### src/rtl/cnt_pkg.sv
package cnt_pkg;

    typedef enum logic [1:0] {
        OP_HOLD  = 2'd0,
        OP_INC   = 2'd1,
        OP_LOAD  = 2'd2,
        OP_CLEAR = 2'd3
    } cnt_op_e;

    typedef struct packed {
        logic clear_n;
        logic preset_n;
        logic cnt_en;
        logic chain_en;
    } cnt_ctl_t;

    // Fixed priority: clear, then preset, then increment, else hold.
    function automatic cnt_op_e decode_op(input cnt_ctl_t c);
        if (!c.clear_n)
            return OP_CLEAR;
        else if (!c.preset_n)
            return OP_LOAD;
        else if (c.cnt_en && c.chain_en)
            return OP_INC;
        else
            return OP_HOLD;
    endfunction

endpackage

### src/rtl/cnt_ctrl.sv
module cnt_ctrl
    import cnt_pkg::*;
(
    input  cnt_ctl_t ctl,
    output cnt_op_e  op
);

    always_comb begin
        op = decode_op(ctl);
    end

endmodule

### src/rtl/cnt_state.sv
module cnt_state
    import cnt_pkg::*;
#(
    parameter int WIDTH = 4
) (
    input  logic             clk,
    input  logic             rst,
    input  cnt_op_e          op,
    input  logic [WIDTH-1:0] data_in,
    output logic [WIDTH-1:0] q
);

    // Per-bit toggle terms: a bit flips when every lower bit is one.
    logic [WIDTH-1:0] tgl;
    logic [WIDTH-1:0] inc_val;

    assign tgl[0] = 1'b1;

    genvar i;
    generate
        for (i = 1; i < WIDTH; i++) begin : g_tgl
            assign tgl[i] = tgl[i-1] & q[i-1];
        end
    endgenerate

    assign inc_val = q ^ tgl;

    always_ff @(posedge clk) begin
        if (rst) begin
            q <= '0;
        end else begin
            unique case (op)
                OP_CLEAR: q <= '0;
                OP_LOAD:  q <= data_in;
                OP_INC:   q <= inc_val;
                default:  q <= q;
            endcase
        end
    end

endmodule

### src/rtl/cnt_carry.sv
module cnt_carry #(
    parameter int WIDTH = 4
) (
    input  logic [WIDTH-1:0] q,
    input  logic             chain_en,
    output logic             carry_out
);

    // Terminal count: all bits one. Only chain_en gates the flag.
    assign carry_out = chain_en & (&q);

endmodule

### src/rtl/sync_preset_counter.sv
module sync_preset_counter
    import cnt_pkg::*;
#(
    parameter int WIDTH = 4
) (
    input  logic             clk,
    input  logic             rst,
    input  logic             clear_n,
    input  logic             preset_n,
    input  logic [WIDTH-1:0] data_in,
    input  logic             cnt_en,
    input  logic             chain_en,
    output logic [WIDTH-1:0] count_q,
    output logic             carry_out
);

    localparam logic [WIDTH-1:0] ONE  = {{(WIDTH-1){1'b0}}, 1'b1};
    localparam logic [WIDTH-1:0] FULL = {WIDTH{1'b1}};

    cnt_ctl_t ctl;
    cnt_op_e  op;

    assign ctl = '{clear_n: clear_n, preset_n: preset_n,
                   cnt_en: cnt_en, chain_en: chain_en};

    cnt_ctrl u_ctrl (
        .ctl (ctl),
        .op  (op)
    );

    cnt_state #(.WIDTH(WIDTH)) u_state (
        .clk     (clk),
        .rst     (rst),
        .op      (op),
        .data_in (data_in),
        .q       (count_q)
    );

    cnt_carry #(.WIDTH(WIDTH)) u_carry (
        .q         (count_q),
        .chain_en  (chain_en),
        .carry_out (carry_out)
    );

    // reset returns the count to zero
    a_r1_reset_zero: assert property (@(posedge clk)
        rst |=> count_q == '0);

    // clear wins over every other control
    a_r2_clear_wins: assert property (@(posedge clk) disable iff (rst)
        !clear_n |=> count_q == '0);

    // preset loads regardless of the enables
    a_r3_preset_load: assert property (@(posedge clk) disable iff (rst)
        (clear_n && !preset_n) |=> count_q == $past(data_in));

    // both enables step the count by one, wrapping
    a_r4_increment: assert property (@(posedge clk) disable iff (rst)
        (clear_n && preset_n && cnt_en && chain_en)
        |=> count_q == $past(count_q) + ONE);

    // either enable low holds the count
    a_r5_hold: assert property (@(posedge clk) disable iff (rst)
        (clear_n && preset_n && !(cnt_en && chain_en)) |=> $stable(count_q));

    // carry tracks chain_en and the terminal value, not cnt_en
    a_r6_carry_flag: assert property (@(posedge clk) disable iff (rst)
        carry_out == (chain_en && count_q == FULL));

endmodule

### config.mk
export PLATFORM = sky130hd
export DESIGN_NAME = sync_preset_counter
export DESIGN_NICKNAME = d
export VERILOG_FILES = /design/src/rtl/cnt_pkg.sv /design/src/rtl/cnt_ctrl.sv /design/src/rtl/cnt_state.sv /design/src/rtl/cnt_carry.sv /design/src/rtl/sync_preset_counter.sv
export SDC_FILE = /design/constraint.sdc
export NUM_CORES = 1
export LEC_CHECK = 0
export BUFFER_PORTS_ARGS = -buffer_cell sky130_fd_sc_hd__buf_4
export CAP_MARGIN = 20
export CORE_AREA = 2 2 39 41
export CTS_BUF_LIST = sky130_fd_sc_hd__clkbuf_8 sky130_fd_sc_hd__clkbuf_16
export DETAILED_ROUTE_END_ITERATION = 6
export DIE_AREA = 0 0 41 43
export MAX_ROUTING_LAYER = met4
export SLEW_MARGIN = 10
export SYNTH_ARGS = -nofsm -noshare
export SYNTH_HDL_FRONTEND = slang
export SYNTH_SLANG_ARGS = --single-unit
### constraint.sdc
create_clock -name clk -period 2.1 [get_ports clk]
set_clock_uncertainty 0.15 [all_clocks]
set_input_delay 0.525 -clock clk [delete_from_list [all_inputs] [get_ports clk]]
set_output_delay 0.525 -clock clk [all_outputs]
set_load 0.01 [all_outputs]
# == Word level (Yosys, flattened, before mapping) ==
# Index checks and enable logic that the tools add are counted.
# op_classes
n_reduce_logical,3
mux,4
eq_ne,3
bitwise_logic,4
# op_table
operator,count
4-bit case mux with 3 select lines,1
"2-bit equality test, second input constant",2
2-bit 2-to-1 mux,2
4-bit AND reduction,1
4-bit XOR,1
1-bit bitwise AND,3
3-bit nonzero test,1
"2-bit by 1-bit equality test with 1-bit output, second input constant",1
1-bit logical AND,1
1-bit 2-to-1 mux,1
# totals
word_cells,15
regBits,4
in_bits,10

# == Longest topological paths before layout ==
# Gate-level depths: netlist (run 1).
# depth
ltp_word,6
depth_mapped,5
depth_no_buf,5

# == Hierarchy ==
# From an unflattened synthesis (run 1), not the netlist that was laid out.
# unflattened
cells_unflattened,34
area_unflattened_um2,287.8
# modules_own_cells
mod,cells_each,n_inst,area_per_inst_um2
cnt_state,28,1,262.8
cnt_carry,3,1,12.5
cnt_ctrl,3,1,12.5

# == Worst setup path after synthesis (run 1) ==
# OpenSTA, ideal clock, no wires.
# synth_path
path_kind,register -> output
start,register u_state.q[0]
end,output port carry_out
path_stages_with_launch,3
required_time_ns,1.425
setup_slack_ns,0.615
arrival_time_ns,0.810
path_cell_list,dfxtp_1 ha_1 and4_2
# synth_between
elab_chain_cells,2
# synth_rtl
element,line,text
"start, declared",cnt_state.sv:10,output logic [WIDTH-1:0] q
"start signal, assigned",cnt_state.sv:34,OP_LOAD: q <= data_in;
"start signal, assigned",cnt_state.sv:35,OP_INC: q <= inc_val;
"start signal, assigned",cnt_state.sv:36,default: q <= q;
4-bit AND reduction,cnt_carry.sv:10,assign carry_out = chain_en & (&q);
1-bit bitwise AND,cnt_carry.sv:10,
"end, declared",sync_preset_counter.sv:14,output logic carry_out
# No other way between the ends.

# == Worst setup path after layout (run 1) ==
# Ends and elaborated chain as after synthesis.

==> run summary, run 1 <==
DIE
--------------------------------------------------------------------------------
Die W                                                                 41 microns
DIE AREA                                                              1760 sq um
Top-level port count                                                          15
Standard-cell row count                                                       14
Core Area                                                             1380 sq um
Height of the die                                                     43 microns
Starting Density                                                           19.3%

LOGIC SYNTHESIS
--------------------------------------------------------------------------------
Post-Syn Area per Cell                                                9.92 sq um
Post-synthesis sequential area ratio                                       29.9%
Flops & latches, synth                                                         4
Gate count of the mapped netlist                                              27
Yosys warnings                                                                 0
Net count after synthesis                                                     39
Post-synthesis cell area                                               268 sq um
Unique masters post-synth                                                     18

CRITICAL PATH
--------------------------------------------------------------------------------
Arrival time of the worst setup path                                     1.11 ns
CP Capture Type                                                      output port
Worst endpoint required time                                             1.42 ns
CP Max Fanout                                                                  3
Kind of critical path                                               flop to output port
Source of the worst register-to-register timing path                u_state.q[0]$_SDFFE_PP0P_
Number of cells traversed by the worst register-to-register path               5
Kind of launch point of the worst setup path                                flop
Register-to-register path setup slack                                    0.81 ns
Crit Reg-Reg Endpoint                                               u_state.q[3]$_SDFFE_PP0P_

POWER AND IR DROP
--------------------------------------------------------------------------------
Leakage power                                                        0.000190 uW
Overall power                                                             292 uW
Switching pwr                                                            63.1 uW
Clock group share of total power                                           55.8%
Proportion of power drawn by flip-flops and latches                        29.1%
Switching power as a share of total power                                  21.6%
Power share of the combinational group                                     15.2%
Maximum resistive drop on vdd                                             300 uV
Internal cell power                                                       229 uW
Total power per unit cell area                                       690 nW/um^2

STA
--------------------------------------------------------------------------------
Total count of hold-check failures in the final report                         0
Pins Over Slew Limit                                                           0
Final worst path period need                                             1.78 ns
Total negative setup slack                                                  0 ns
Slew headroom                                                              85.2%
Transition time at the pin with the least slew margin                   0.220 ns
Post-route worst setup slack                                            0.318 ns
Setup repair after global routing missed its margin                        false
Period utilization                                                         84.9%
Maximum frequency from static timing analysis                            561 MHz
Final Setup Violations                                                         0

MIN PATH
--------------------------------------------------------------------------------
Hold path cells                                                                1
Capture endpoint of the worst hold path                             u_state.q[1]$_SDFFE_PP0P_
Class of the tightest hold or removal check                         flop to flop
Hold Crit Start                                                     u_state.q[1]$_SDFFE_PP0P_

DRT
--------------------------------------------------------------------------------
Routed Wire Length                                                   571 microns
Via-to-Cell Ratio                                                           4.29
Post-DRT Antenna Nets                                                          0
Total via count after detailed routing                                       253
Drt first-iter violations                                                      3
1st-pass router iterations                                                     4
Post-route DRC                                                                 0
Final routed wire length divided by cell count                      9.68 microns

GLOBAL ROUTE
--------------------------------------------------------------------------------
Overall Global Routing Usage                                               8.85%
Antenna violations before repair                                               0
Pin count of the biggest net entering global routing                           9
Vias in the first global route                                               219
Global-route wire length before repair                               903 microns
Total global routing overflow                                                  0

PLACED DESIGN
--------------------------------------------------------------------------------
Number of cells in the design after placement                                 56
Pre-CTS worst setup slack                                               0.420 ns
Port buffer count                                                             14
Routability Congestion                                                     0.724

CTS
--------------------------------------------------------------------------------
CTS Buffer Depth                                                               2
Clock tree from TritonCTS                                                  built
Clk_lat worst skew                                                       0.22 ns
Post-cts resize count                                                          0
Clock Sinks                                                                    4
Clock buffers created by TritonCTS                                             3
H-tree depth reported by CTS                                                   1
CTS Hold Buffers Added                                                         0
Clock slew at reported path FFs                                          0.03 ns
Clock Tree Root                                                         clkbuf_8
Count of buffers added by post-CTS timing repair for setup                     0

FINISH
--------------------------------------------------------------------------------
Final-layout fill cell count                                                 155
Largest registers in the final layout                               u_state.q: 4 flops
Ant diodes                                                                     0
Post-layout instance count excluding filler cells                             59
Post-Route Utilization                                                     30.6%
Net count, final                                                              57
Commonest cells after routing, fill and taps aside                  14 x buf_4, 5 x nor2_1, 4 x dfxtp_1, 3 x clkbuf_8
Area Growth Syn to Fin                                                     57.9%
Top reg by flops                                                       u_state.q
Fraction of final layout cells with drive strength greater than 1          53.5%
Most common cell after layout, fill and taps aside                         buf_4
Number of flip-flops in the largest register                                   4

OUTCOME
--------------------------------------------------------------------------------
Outcome                                                                completed

RUN
--------------------------------------------------------------------------------
Max capacitance violation total                                                0

worst max path at each step:
stage / startpoint / end / slack (ns) / cells after the start
global placement: chain_en / carry_out / 0.42 / 3
finish: u_state.q[0]$_SDFFE_PP0P_ / carry_out / 0.32 / 3
global route: u_state.q[0]$_SDFFE_PP0P_ / carry_out / 0.28 / 3
detailed placement: chain_en / carry_out / 0.42 / 3
CTS: u_state.q[0]$_SDFFE_PP0P_ / carry_out / 0.31 / 3
floorplan: u_state.q[0]$_SDFFE_PP0P_ / carry_out / 0.61 / 2
cell type report:
type / count / area, sq um / area share, %
tap: 16 / 20.0 / 4.73
multi-input combinational: 22 / 176 / 41.7
clock buffer: 3 / 41.3 / 9.76
timing repair buffer: 14 / 105 / 24.9
sequential: 4 / 80.1 / 18.9
synthesized netlist by cell type:
master / count / area (sq um)
nand3_2: 1 / 10.0
nand4b_1: 1 / 8.76
and4_2: 1 / 10.0
o221a_1: 2 / 22.5
nor3_1: 1 / 5.00
nand3_1: 1 / 5.00
buf_6: 1 / 11.3
nand2b_1: 1 / 6.26
nor3b_2: 1 / 12.5
xor2_1: 1 / 8.76
nor2_1: 5 / 18.8
nand2_1: 1 / 3.75
a211oi_2: 1 / 12.5
o221ai_2: 1 / 15.0
nor2b_1: 1 / 6.26
dfxtp_1: 4 / 80.1
nand2_2: 1 / 6.26
ha_1: 2 / 25.0
worst max-delay path, cell delays in order, from the launching register on:
cell and delay [ns]:
dfxtp_1 0.32, ha_1 0.21, and4_2 0.22, buf_4 0.14
power groups by stage:
stage | clock (uW) | combinational [uW] | sequential [uW]
6_report | 163 | 44.2 | 84.8
2_1_floorplan | 0 | 20.7 | 87.3
5_1_grt | 173 | 49.9 | 85.4
3_3_place_gp | 0 | 44.7 | 85.8
4_1_cts | 167 | 44.9 | 84.9
3_5_place_dp | 0 | 44.8 | 85.9
stage by stage:
step           instance area (sq um)  hold slack [ns]
6_report                         423            0.408
3_5_place_dp                     382            0.410
5_1_grt                          423            0.440
3_3_place_gp                     382            0.405
4_1_cts                          423            0.415
2_1_floorplan                    268            0.444
logic make-up after synthesis:
group	after synthesis	share of synthesized area (%)
buffers and inverters	1	4.21
AO/OA/AOI/OAI	4	18.7
flip-flops	4	29.9
adder cells (fa/ha/maj)	2	9.34
XOR/XNOR	1	3.27
AND/OR/NAND/NOR	15	34.6
per-layer routing:
metal / wire [microns] / track usage, % / share of wire, % / vias to the layer above
met5: 0 / - / 0 / -
met3: 44 / 3.14 / 7.7 / 4
met2: 236 / 9.06 / 41 / 14
li1: - / - / - / 135
met4: 42 / 12.0 / 7.4 / 0
met1: 247 / 10.6 / 43 / 100
(Power assumes the default switching activity.)
==> run 2: changes to the inputs <==
--- a/config.mk
+++ b/config.mk
@@ -5,6 +5,7 @@
 export SDC_FILE = /design/constraint.sdc
 export NUM_CORES = 1
 export LEC_CHECK = 0
+export ABC_AREA = 1
 export BUFFER_PORTS_ARGS = -buffer_cell sky130_fd_sc_hd__buf_4
 export CAP_MARGIN = 20
 export CORE_AREA = 2 2 39 41
==> constraint.sdc (replaced) <==
create_clock -name clk -period 1.7 [get_ports clk]
set_clock_uncertainty 0.15 [all_clocks]
set_input_delay 0.425 -clock clk [delete_from_list [all_inputs] [get_ports clk]]
set_output_delay 0.425 -clock clk [all_outputs]
set_load 0.01 [all_outputs]
==> run summary, run 2 <==
GLOBAL ROUTE
------------------------------------------------------------------------------------
Antenna violations before repair                                                   0   unchanged
Total global routing overflow                                                      0   unchanged
Vias in the first global route                                                   320   +46%
Global-route wire length before repair                                  1150 microns   +28%
Pin count of the biggest net entering global routing                               7   -2
Overall Global Routing Usage                                                   10.3%   +1.4 points

STA
------------------------------------------------------------------------------------
Transition time at the pin with the least slew margin                       0.147 ns   -0.0730 ns
Period utilization                                                             93.6%
Setup repair after global routing missed its margin                            false
Hold slack                                                                  0.359 ns   -0.0485 ns
Final Setup Violations                                                             0   unchanged
Total count of hold-check failures in the final report                             0   unchanged
Maximum frequency from static timing analysis                                628 MHz
Slew headroom                                                                  90.1%   +4.9 points
Pins Over Slew Limit                                                               0   unchanged
Total negative setup slack                                                      0 ns   unchanged
Final worst path period need                                                 1.59 ns

POWER AND IR DROP
------------------------------------------------------------------------------------
Total power per unit cell area                                           835 nW/um^2   +21%
Leakage power                                                            0.000231 uW   +22%
Maximum resistive drop on vdd                                                 261 uV   -13%

LOGIC SYNTHESIS
------------------------------------------------------------------------------------
Unique masters post-synth                                                         12   -6
Portion of synthesized cell area occupied by the leading cell type             28.7%   -1.2 points
Dominant cell type by area after synthesis                                   dfxtp_1
Post-synthesis cell area                                                   279 sq um   +4.2%
Post-Syn Area per Cell                                                    6.20 sq um   -37%
Ranking of synthesized cells by instance count                          10 x nand2_1, 10 x nor2_1, 5 x nand3_1, 4 x dfxtp_1, 4 x inv_1
Net count after synthesis                                                         57   +46%
Yosys warnings                                                                     0   unchanged
Flops & latches, synth                                                             4   unchanged
Gate count of the mapped netlist                                                  45   +67%
Primary FF master, synth                                                     dfxtp_1
Leading cell types by total area after synthesis                        dfxtp_1 29%, nand2_1 13%, nor2_1 13%, ha_1 9.0%, nand3_1 9.0%
Proportion of synthesized flip-flops having asynchronous set or reset             0%   unchanged
Number of synthesized flops with an enable pin                                     0   unchanged
Post-synthesis sequential area ratio                                           28.7%   -1.2 points

PLACED DESIGN
------------------------------------------------------------------------------------
Post-Place Cell Area                                                       404 sq um   +5.9%
Routability Congestion                                                         0.707   -2.4%
Port buffer count                                                                 14   unchanged
DP HPWL                                                                  539 microns

CRITICAL PATH
------------------------------------------------------------------------------------
Arrival time of the worst setup path                                         1.02 ns   -0.09 ns
Kind of critical path                                                   flop to output port
Worst-path cell chain                                                   ha_1, nand2_1, nor2_1, buf_4
Source of the worst register-to-register timing path                    u_state.q[0]$_SDFFE_PP0P_
Cell with the largest stage delay on the worst path                          dfxtp_1
Kind of launch point of the worst setup path                                    flop
CP Capture Type                                                          output port
Launch point of the critical path                                       u_state.q[0]$_SDFFE_PP0P_
Worst endpoint required time                                                 1.12 ns   -0.30 ns
Largest stage delay on the critical path                                     0.36 ns   +0.04 ns
CP Max Fanout                                                                      4   +1

FINISH
------------------------------------------------------------------------------------
Number of flip-flops in the largest register                                       4   unchanged
Ant diodes                                                                         0   unchanged
Top reg by flops                                                           u_state.q
Area Growth Syn to Fin                                                         59.6%
Largest registers in the final layout                                   u_state.q: 4 flops
Fraction of final layout cells with drive strength greater than 1              33.9%   -20 points
Cell area after layout                                                     445 sq um   +5.3%
Net count, final                                                                  76   +33%
Commonest cells after routing, fill and taps aside                      14 x buf_4, 10 x nand2_1, 10 x nor2_1, 5 x nand3_1
Most common cell after layout, fill and taps aside                             buf_4

OUTCOME
------------------------------------------------------------------------------------
Outcome                                                                    completed

DIE
------------------------------------------------------------------------------------
Die W                                                                     41 microns   unchanged
Starting Density                                                               20.2%   +0.81 points
DIE AREA                                                                  1760 sq um   unchanged
Height of the die                                                         43 microns   unchanged
Standard-cell row count                                                           14   unchanged
Core Area                                                                 1380 sq um   unchanged
Top-level port count                                                              15   unchanged

CTS
------------------------------------------------------------------------------------
Clk_lat worst skew                                                           0.22 ns   about the same
CTS Hold Buffers Added                                                             0   unchanged
Post-cts resize count                                                              0   unchanged
Clock tree from TritonCTS                                                      built
CTS Buffer Depth                                                                   2   unchanged
Clock Sinks                                                                        4   unchanged
Clock slew at reported path FFs                                              0.03 ns   about the same
Clock buffers created by TritonCTS                                                 3   unchanged
Clock Tree Root                                                             clkbuf_8
Count of buffers added by post-CTS timing repair for setup                         0   unchanged
H-tree depth reported by CTS                                                       1   unchanged

DRT
------------------------------------------------------------------------------------
Total via count after detailed routing                                           327   +29%
1st-pass router iterations                                                         4   unchanged
Final routed wire length divided by cell count                          8.59 microns   -11%
Post-DRT Antenna Nets                                                              0   unchanged
Routed Wire Length                                                       670 microns   +17%
Post-route DRC                                                                     0   unchanged
Via-to-Cell Ratio                                                               4.19   -2.2%
Drt first-iter violations                                                          2   -1

MIN PATH
------------------------------------------------------------------------------------
Class of the tightest hold or removal check                             input pin to flop
Hold Crit Start                                                                  rst

RUN
------------------------------------------------------------------------------------
Max capacitance violation total                                                    0   unchanged

## run 2: cell types whose count changed in the layout (fill, tap and decap cells not counted), sizes merged, moves of 2 or more
cell / delta
inv: +4
nand3: +3
nand2: +10
o21ai: +5
clkinv: +2
nor2: +5
o221a: -2
## run 2: report_power, final
group	switching (uW)	leakage [uW]	internal [uW]
combinational	31.8	0.000177	34.0
sequential	6.53	0.0000330	101
clock	47.6	0.0000216	151
total	86.0	0.000231	286
## run 2: area by class of cell
type | instances | area [sq um]
inverter | 6 | 25.0
timing repair buffer | 14 | 105
sequential | 4 | 80.1
clock buffer | 3 | 41.3
tap | 16 | 20.0
fill | 156 | 938
multi-input combinational | 35 | 174
## run 2: metal layers
layer	track usage (%)	up-vias	wire length [microns]
li1	-	177	-
met1	9.65	143	272
met2	16.3	5	372
met3	1.57	2	17
met4	10.0	0	9
met5	-	-	0
## run 2: critical path, delay by kind of cell, from the launching register on
kind | cells | cell delay [ns]
and+or+nand+nor | 2 | 0.13
DFF | 1 | 0.36
buffers and inverters | 1 | 0.12
adders and majority gates | 1 | 0.18
## run 2: logic make-up (layout without fill, tap and decap cells)
group / count (synthesis) / after routing / synth area share [%]
and+or+nand+nor: 28 / 28 / 44.4
adders and majority gates: 2 / 2 / 8.97
AOI/OAI and AO/OA: 5 / 5 / 8.97
buffers and inverters: 6 / 23 / 8.97
DFF: 4 / 4 / 28.7
## run 2: worst paths after layout
kind,end,slack [ns],depth (start not counted)
max,carry_out,0.11,4
min,u_state.q[2]$_SDFFE_PP0P_,0.36,4
max reg2reg,u_state.q[3]$_SDFFE_PP0P_,0.38,8
min reg2reg,u_state.q[1]$_SDFFE_PP0P_,0.39,2
## run 2: per-stage QoR
step	worst slack, ns	util, %	power [uW]	cells
6_report	0.109	32.2	372	78
5_1_grt	0.0155	32.2	396	78
4_1_cts	0.101	32.2	379	78
3_5_place_dp	0.337	29.2	176	75
3_3_place_gp	0.348	29.2	176	75
2_1_floorplan	0.352	-	140	45
